`config.mk`:
```
export PLATFORM = sky130hd
export DESIGN_NAME = evt_timer
export DESIGN_NICKNAME = d
export VERILOG_FILES = /design/src/rtl/evt_timer_pkg.sv /design/src/rtl/evt_timer_regs.sv /design/src/rtl/evt_timer_core.sv /design/src/rtl/evt_timer_irq.sv /design/src/rtl/evt_timer.sv
export SDC_FILE = /design/constraint.sdc
export NUM_CORES = 1
export LEC_CHECK = 0
export ABC_AREA = 1
export BUFFER_PORTS_ARGS = -buffer_cell sky130_fd_sc_hd__buf_2
export CORE_MARGIN = 3
export CORE_UTILIZATION = 33
export CTS_CLUSTER_DIAMETER = 120
export DETAILED_ROUTE_END_ITERATION = 8
export PLACE_DENSITY = 0.57
export SYNTH_ARGS = -nofsm -noshare
export SYNTH_HDL_FRONTEND = slang
export SYNTH_SLANG_ARGS = --single-unit
```
`constraint.sdc`:
```
create_clock -name clk_i -period 4.2 [get_ports clk_i]
set_clock_uncertainty 0.2 [all_clocks]
set_input_delay 0.84 -clock clk_i [delete_from_list [all_inputs] [get_ports clk_i]]
set_output_delay 0.84 -clock clk_i [all_outputs]
set_load 0.05 [all_outputs]
```
`src/rtl/evt_timer_pkg.sv`:
```
package evt_timer_pkg;
  localparam int OFS_LOAD   = 'h00;
  localparam int OFS_CTRL   = 'h10;
  localparam int OFS_STAT   = 'h18;
  localparam int WORD_BYTES = 4;

  // bit positions match the control word
  typedef struct packed {
    logic unmask;
    logic single;
    logic en;
  } ctrl_t;
endpackage

```
`src/rtl/evt_timer_regs.sv`:
```
module evt_timer_regs
  import evt_timer_pkg::*;
#(
  parameter int DW    = 32,
  parameter int CNT_W = 64,
  parameter int AW    = 5
) (
  input  logic             clk_i,
  input  logic             rst_ni,
  input  logic             we_i,
  input  logic [AW-1:0]    addr_i,
  input  logic [DW-1:0]    wdata_i,
  input  logic             flag_i,
  output logic [CNT_W-1:0] load_o,
  output ctrl_t            ctrl_o,
  output logic             start_o,
  output logic             clr_o,
  output logic [DW-1:0]    rdata_o
);
  localparam int NW = CNT_W / DW;
  localparam logic [AW-1:0] A_CTRL = AW'(OFS_CTRL);
  localparam logic [AW-1:0] A_STAT = AW'(OFS_STAT);

  logic [DW-1:0] load_q [NW];
  ctrl_t         ctrl_q;
  logic          ctrl_wr;

  for (genvar w = 0; w < NW; w++) begin : g_load
    localparam logic [AW-1:0] A_W = AW'(OFS_LOAD + WORD_BYTES * w);
    always_ff @(posedge clk_i or negedge rst_ni) begin
      if (!rst_ni)                       load_q[w] <= '0;
      else if (we_i && addr_i == A_W)    load_q[w] <= wdata_i;
    end
    assign load_o[w*DW +: DW] = load_q[w];
  end

  assign ctrl_wr = we_i && (addr_i == A_CTRL);

  always_ff @(posedge clk_i or negedge rst_ni) begin
    if (!rst_ni)      ctrl_q <= '0;
    else if (ctrl_wr) ctrl_q <= ctrl_t'(wdata_i[2:0]);
  end

  // start only on an enable edge
  assign start_o = ctrl_wr && wdata_i[0] && !ctrl_q.en;
  assign clr_o   = we_i && (addr_i == A_STAT) && wdata_i[0];
  assign ctrl_o  = ctrl_q;

  always_comb begin
    rdata_o = '0;
    for (int w = 0; w < NW; w++)
      if (addr_i == AW'(OFS_LOAD + WORD_BYTES * w)) rdata_o = load_q[w];
    if (addr_i == A_CTRL) rdata_o = DW'(ctrl_q);
    if (addr_i == A_STAT) rdata_o = DW'(flag_i);
  end
endmodule

```
`src/rtl/evt_timer_core.sv`:
```
module evt_timer_core #(
  parameter int CNT_W = 64
) (
  input  logic             clk_i,
  input  logic             rst_ni,
  input  logic             start_i,
  input  logic             en_i,
  input  logic             single_i,
  input  logic [CNT_W-1:0] load_i,
  output logic             expire_o,
  output logic [CNT_W-1:0] cnt_o
);
  logic [CNT_W-1:0] cnt_q;
  logic             done_q;
  logic             run;

  assign run      = en_i && !done_q;
  assign expire_o = run && (cnt_q == '0);
  assign cnt_o    = cnt_q;

  always_ff @(posedge clk_i or negedge rst_ni) begin
    if (!rst_ni) begin
      cnt_q  <= '0;
      done_q <= 1'b0;
    end else if (start_i) begin
      cnt_q  <= load_i;
      done_q <= 1'b0;
    end else if (expire_o) begin
      if (single_i) done_q <= 1'b1;
      else          cnt_q  <= load_i;
    end else if (run) begin
      cnt_q <= cnt_q - 1'b1;
    end
  end
endmodule

```
`src/rtl/evt_timer_irq.sv`:
```
module evt_timer_irq (
  input  logic clk_i,
  input  logic rst_ni,
  input  logic expire_i,
  input  logic clr_i,
  input  logic unmask_i,
  output logic flag_o,
  output logic irq_o
);
  logic flag_q;

  // expiry has priority over clear
  always_ff @(posedge clk_i or negedge rst_ni) begin
    if (!rst_ni)       flag_q <= 1'b0;
    else if (expire_i) flag_q <= 1'b1;
    else if (clr_i)    flag_q <= 1'b0;
  end

  assign flag_o = flag_q;
  assign irq_o  = flag_q && unmask_i;
endmodule

```
`src/rtl/evt_timer.sv`:
```
module evt_timer
  import evt_timer_pkg::*;
#(
  parameter int DW    = 32,
  parameter int CNT_W = 64,
  parameter int AW    = 5
) (
  input  logic          clk_i,
  input  logic          rst_ni,
  input  logic          we_i,
  input  logic [AW-1:0] addr_i,
  input  logic [DW-1:0] wdata_i,
  output logic [DW-1:0] rdata_o,
  output logic          irq_o
);
  logic [CNT_W-1:0] load;
  logic [CNT_W-1:0] cnt;
  ctrl_t            ctrl;
  logic             start, clr, expire, flag;

  evt_timer_regs #(.DW(DW), .CNT_W(CNT_W), .AW(AW)) u_regs (
    .clk_i   (clk_i),
    .rst_ni  (rst_ni),
    .we_i    (we_i),
    .addr_i  (addr_i),
    .wdata_i (wdata_i),
    .flag_i  (flag),
    .load_o  (load),
    .ctrl_o  (ctrl),
    .start_o (start),
    .clr_o   (clr),
    .rdata_o (rdata_o)
  );

  evt_timer_core #(.CNT_W(CNT_W)) u_core (
    .clk_i    (clk_i),
    .rst_ni   (rst_ni),
    .start_i  (start),
    .en_i     (ctrl.en),
    .single_i (ctrl.single),
    .load_i   (load),
    .expire_o (expire),
    .cnt_o    (cnt)
  );

  evt_timer_irq u_irq (
    .clk_i    (clk_i),
    .rst_ni   (rst_ni),
    .expire_i (expire),
    .clr_i    (clr),
    .unmask_i (ctrl.unmask),
    .flag_o   (flag),
    .irq_o    (irq_o)
  );
endmodule

```
# Yosys cells after proc, flatten, opt, wreduce, memory -nomap -nowiden
# Cells that the tools add are included.
# totals
output_inout_bits	33
in_bits	40
register_bits	133
n_memories	0
ramBits	0
latch_bits	0
word_cells	46
mem_bits_ro	0
# classes
eq_ne	4
n_reduce_logical	20
magnitude_cmp	0
bitwise	0
multipliers	0
mux	13
shift	0
n_addsub	1
div	0
# ops
op	n
64-bit 2-to-1 mux	4
32-bit 2-to-1 mux	4
64-bit logical NOT	1
64-bit by 1-bit subtractor with 64-bit output (second input constant)	1
5-bit == test (second input constant)	2
1-bit logical AND	10
2-bit nonzero test	3
5-bit by 3-bit == test with 1-bit output (second input constant)	1
5-bit logical NOT	1
1-bit 2-to-1 mux	5
2-bit AND reduction	2
3-bit != test (second input constant)	1
3-bit nonzero test	1
1-bit logical NOT	2

# Logic depth before layout (Yosys ltp)
# logic_depth
ltp_word	6
ltp_mapped	13
mapped_depth_nobuf	13

# Modules after synthesis
# From an unflattened synthesis, not the netlist that was laid out.
# unflattened
cells_unflattened	1378
hier_area_um2	8942.3
# modules_own_cells
mod	instances	area_each_um2	seq_area_each_um2	cells_each
evt_timer_core	1	5754.3	1626.6	996
evt_timer_regs	1	3140.5	1676.6	375
evt_timer_irq	1	47.5	25.0	7

# Least setup slack after synthesis
# OpenSTA, ideal clock, no wires.
# synth_path
kind	input -> output
from	input port addr_i[1]
to	output port rdata_o[3]
path_slack_ns	0.544
cell_stages	6
t_required_ns	3.160
t_arrival_ns	2.616
n_path_buf	1
cell_sequence	nor2_1 nand2_1 nor3_1 inv_1 clkbuf_1 o21ai_0
# synth_via
elab_chain_len	5
elab_cells_between_ends	8
classes_between	eq/ne (3); mux (4); reduce/logical (1)
# synth_rtl
item	line	text
start, declared	evt_timer.sv:11	input logic [AW-1:0] addr_i,
5-bit logical NOT	evt_timer_regs.sv:52	if (addr_i == AW'(OFS_LOAD + WORD_BYTES * w)) rdata_o = load_q[w];
32-bit 2-to-1 mux (2 in series)	evt_timer_regs.sv:52	
32-bit 2-to-1 mux	evt_timer_regs.sv:53	if (addr_i == A_CTRL) rdata_o = DW'(ctrl_q);
32-bit 2-to-1 mux *	evt_timer_regs.sv:54	if (addr_i == A_STAT) rdata_o = DW'(flag_i);
end, declared	evt_timer.sv:13	output logic [DW-1:0] rdata_o,
# Every way passes the cells marked *; elsewhere a longest branch is shown, timed or not.

# Worst setup path after layout
# layout_path
from	input port addr_i[1]
to	output port rdata_o[16]
# Same word-level chain as after synthesis.

==> flow_summary.yaml <==
outcome:
  status: "complete, no violations"
final_layout:
  drive_above_1_share_pct: 10.1
  synthToLayoutAreaGrowth_pct: 14.5
  finish.utilization_pct: 38.6
  fin_area_um2: 9750
  fin_nets: 1425
  fill_cells: 2798
  n_antenna_cell: 0
grt:
  grt_util_met2_pct: 30.1
  grt_util_met3_pct: 2.71
  antenna_found_initial: 0
  grtUsageTotal_pct: 19.8
  grt_util_met1_pct: 28.1
  grt_overflow: 0
  grt_pass1_wl_um: 44000
  grt-busiest-layer: "met2"
  grt_pass1_vias: 8045
  grt_max_degree: 79
place:
  place_ws_ns: 0.536
  place_hpwl_um: 20500
  io_buffers: 72
  gp_congestion: 0.957
  postPlaceCellArea_um2: 9160
clock_network:
  hold_buffers: 0
  clock_latency_ns: 0.43
  postCtsSetupBuffers: 0
  cts_resized: 0
  clk_path_buf_depth: 2
  cts_made_buffers: 17
  clock_sinks: 133
  cts_max_level: 4
  cts_root_buf: "clkbuf_16"
  cts_tree: "done"
  clk_pin_slew_worst_paths_ns: 0.06
worst_setup_path:
  critPathTopFamily: "buffers and inverters"
  critical_path_class: "primary input to output pin"
  worstPathMaxFanout: 21
  worst_path_most_repeated_cell: "buf_2"
  cp.arrival_ns: 2.65
  cp-start-kind: "primary input"
  r2r_setup_slack_ns: 1.34
  reg2reg_depth: 12
  critPathSlowestCell: "nor3_1"
  crit_buf_inv: 4
  crit_required_ns: 3.16
  worstPathCellList: "buf_2 -> nor2_1 -> nand2_1 -> nor3_1 -> inv_1 -> buf_4 -> o22ai_1 -> buf_2"
  endpoint_kind: "output pin"
  rr_startpoint: "u_core.cnt_o[0]$_DFFE_PN0P_"
  critPathMaxStageDelay_ns: 0.39
  reg2reg_to: "u_core.cnt_o[33]$_DFFE_PN0P_"
timing:
  tns_ns: 0
  finalHoldViolCount: 0
  slew_viol_final: 0
  worst_pin_slew_ns: 1.08
  finalSetupViolations: 0
  final.period_utilization_pct: 87.8
  timing.final.ws_setup_ns: 0.513
  finalCriticalPeriod_ns: 3.69
  max_freq_mhz: 271
  rsz0062_at_grt: "no"
  relSlewSlack_pct: 27.9
worst_hold_path:
  hold_path_class: "primary input to asynchronous set/reset pin"
run:
  cap_viol_max_count: 0
yosys:
  synth_edf_count: 0
  synth_commonest_cells: "nand2_1, inv_1, nor2_1"
  synth_cells: 1329
  syn-num-nets: 1370
  synth.distinct_cells: 28
  synth_top_area_share_pct: 39.1
  ys_ff_latch: 133
  synth_area_leader_cell: "dfrtp_1"
  synth_area_um2: 8520
  async_flop_share_pct: 100
  synth_ff_type: "dfrtp_1"
  ys_seq_area_share_pct: 39.1
  avgSynthCellArea_um2: 6.41
  synth_most_common_cell: "nand2_1"
  yosys_warnings: 0
  yosys-top-cells-area: "dfrtp_1, nand2_1, inv_1"
route:
  route.detailed.drc: 0
  ant_nets: 0
  first_iter_violations: 730
  drtPass1Iterations: 6
  drt_wl_total_um: 27400
  vias_per_cell: 4.87
  route.vias.total: 8407
  wire_per_inst_um: 15.9
floorplanning:
  ioPinCount: 73
  die_w_um: 167
  die_area_um2: 27800
  core_area_um2: 25300
  num_rows: 58
  start_util_pct: 33.7
  die_h_um: 167
power_and_ir_drop:
  total_power_uw: 7150
  power.density_nw_per_um2: 734
  peakVddDrop_mv: 0.383
  p_leak_uw: 0.00523
## stage by stage
| stage | hold slack, ns | std cells |
|---|---|---|
| after global placement | 0.265 | 1695 |
| after global routing | 0.303 | 1727 |
| after detailed placement | 0.273 | 1695 |
| after floorplan | 0.253 | 1329 |
| after CTS | 0.289 | 1727 |
| final | 0.241 | 1727 |
## flip-flops by register name, indices dropped and copies added, names as in the netlist
| signal | count |
|---|---|
| u_core.cnt_o | 64 |
| u_regs.ctrl_o | 3 |
| u_regs.load_o | 64 |
| u_core.done_q | 1 |
| u_irq.flag_o | 1 |
## worst max-delay path by stage
| stage | from | to | slack [ns] | cells after the start |
|---|---|---|---|---|
| after floorplan | addr_i[1] | rdata_o[3] | 0.54 | 6 |
| after global placement | addr_i[1] | rdata_o[26] | 0.67 | 8 |
| after detailed placement | addr_i[1] | rdata_o[17] | 0.54 | 8 |
| after CTS | addr_i[1] | rdata_o[17] | 0.53 | 8 |
| after global routing | addr_i[1] | rdata_o[14] | 0.35 | 8 |
| final | addr_i[1] | rdata_o[16] | 0.51 | 8 |
## cells in the final DEF (no fill, tap or decap), types with 4 or more instances in the layout
| cell | netlist | routed |
|---|---|---|
| buf_4 | 7 | 9 |
| buf_2 | 11 | 71 |
| inv_1 | 182 | 182 |
| nand2_1 | 517 | 515 |
| clkbuf_16 | 0 | 17 |
| nand2_2 | 2 | 4 |
| xnor2_1 | 5 | 5 |
| dfrtp_1 | 133 | 133 |
| nand3b_1 | 8 | 8 |
| nand3_2 | 11 | 11 |
| nor2_2 | 4 | 4 |
| nand3_1 | 95 | 95 |
| nand4_1 | 29 | 29 |
| o21ai_0 | 82 | 82 |
| and2_1 | 4 | 4 |
| o21bai_1 | 4 | 4 |
| xor2_1 | 5 | 5 |
| nor2_1 | 159 | 158 |
| o22ai_1 | 29 | 29 |
## logic make-up (layout without fill, tap and decap cells)
group                      count (synthesis)  in the layout  share of synthesized area (%)
adders and majority gates                  1              1                          0.147
xor gates and xnor gates                  10             10                           1.03
and+or+nand+nor                          835            835                           40.8
AOI/OAI and AO/OA                        118            118                           7.57
DFF                                      133            133                           39.1
buffers and inverters                    232            300                           11.4
## worst reg2reg max path: cells and delay by family (launching register included)
kind                       cells  cell delay (ns)
and+or+nand+nor                9             1.48
adders and majority gates      1             0.29
buffers and inverters          2             0.36
DFF                            1             0.40
## cell type report
class                      instances  area [um2]  share of cell area (%)
inverter                         184         691                    7.08
clock buffer                      18         429                    4.40
sequential                       133        3330                    34.1
multi-input combinational        964        4230                    43.4
tap                              330         413                    4.23
clock inverter                    14         166                    1.71
timing repair buffer              84         494                    5.07
## where the power goes
group,internal (uW),switching (uW),total (uW)
logic,1100,2490,3590
clock network,893,647,1540
registers,1620,404,2030
total,3610,3540,7150
## per-layer routing
metal / vias to the layer above / wire length [um]
met1: 3910 / 13400
met2: 203 / 12000
li1: 4243 / -
met5: - / 0
met4: 0 / 999
met3: 51 / 1040
Note: power is estimated with default switching activity, not from simulation.
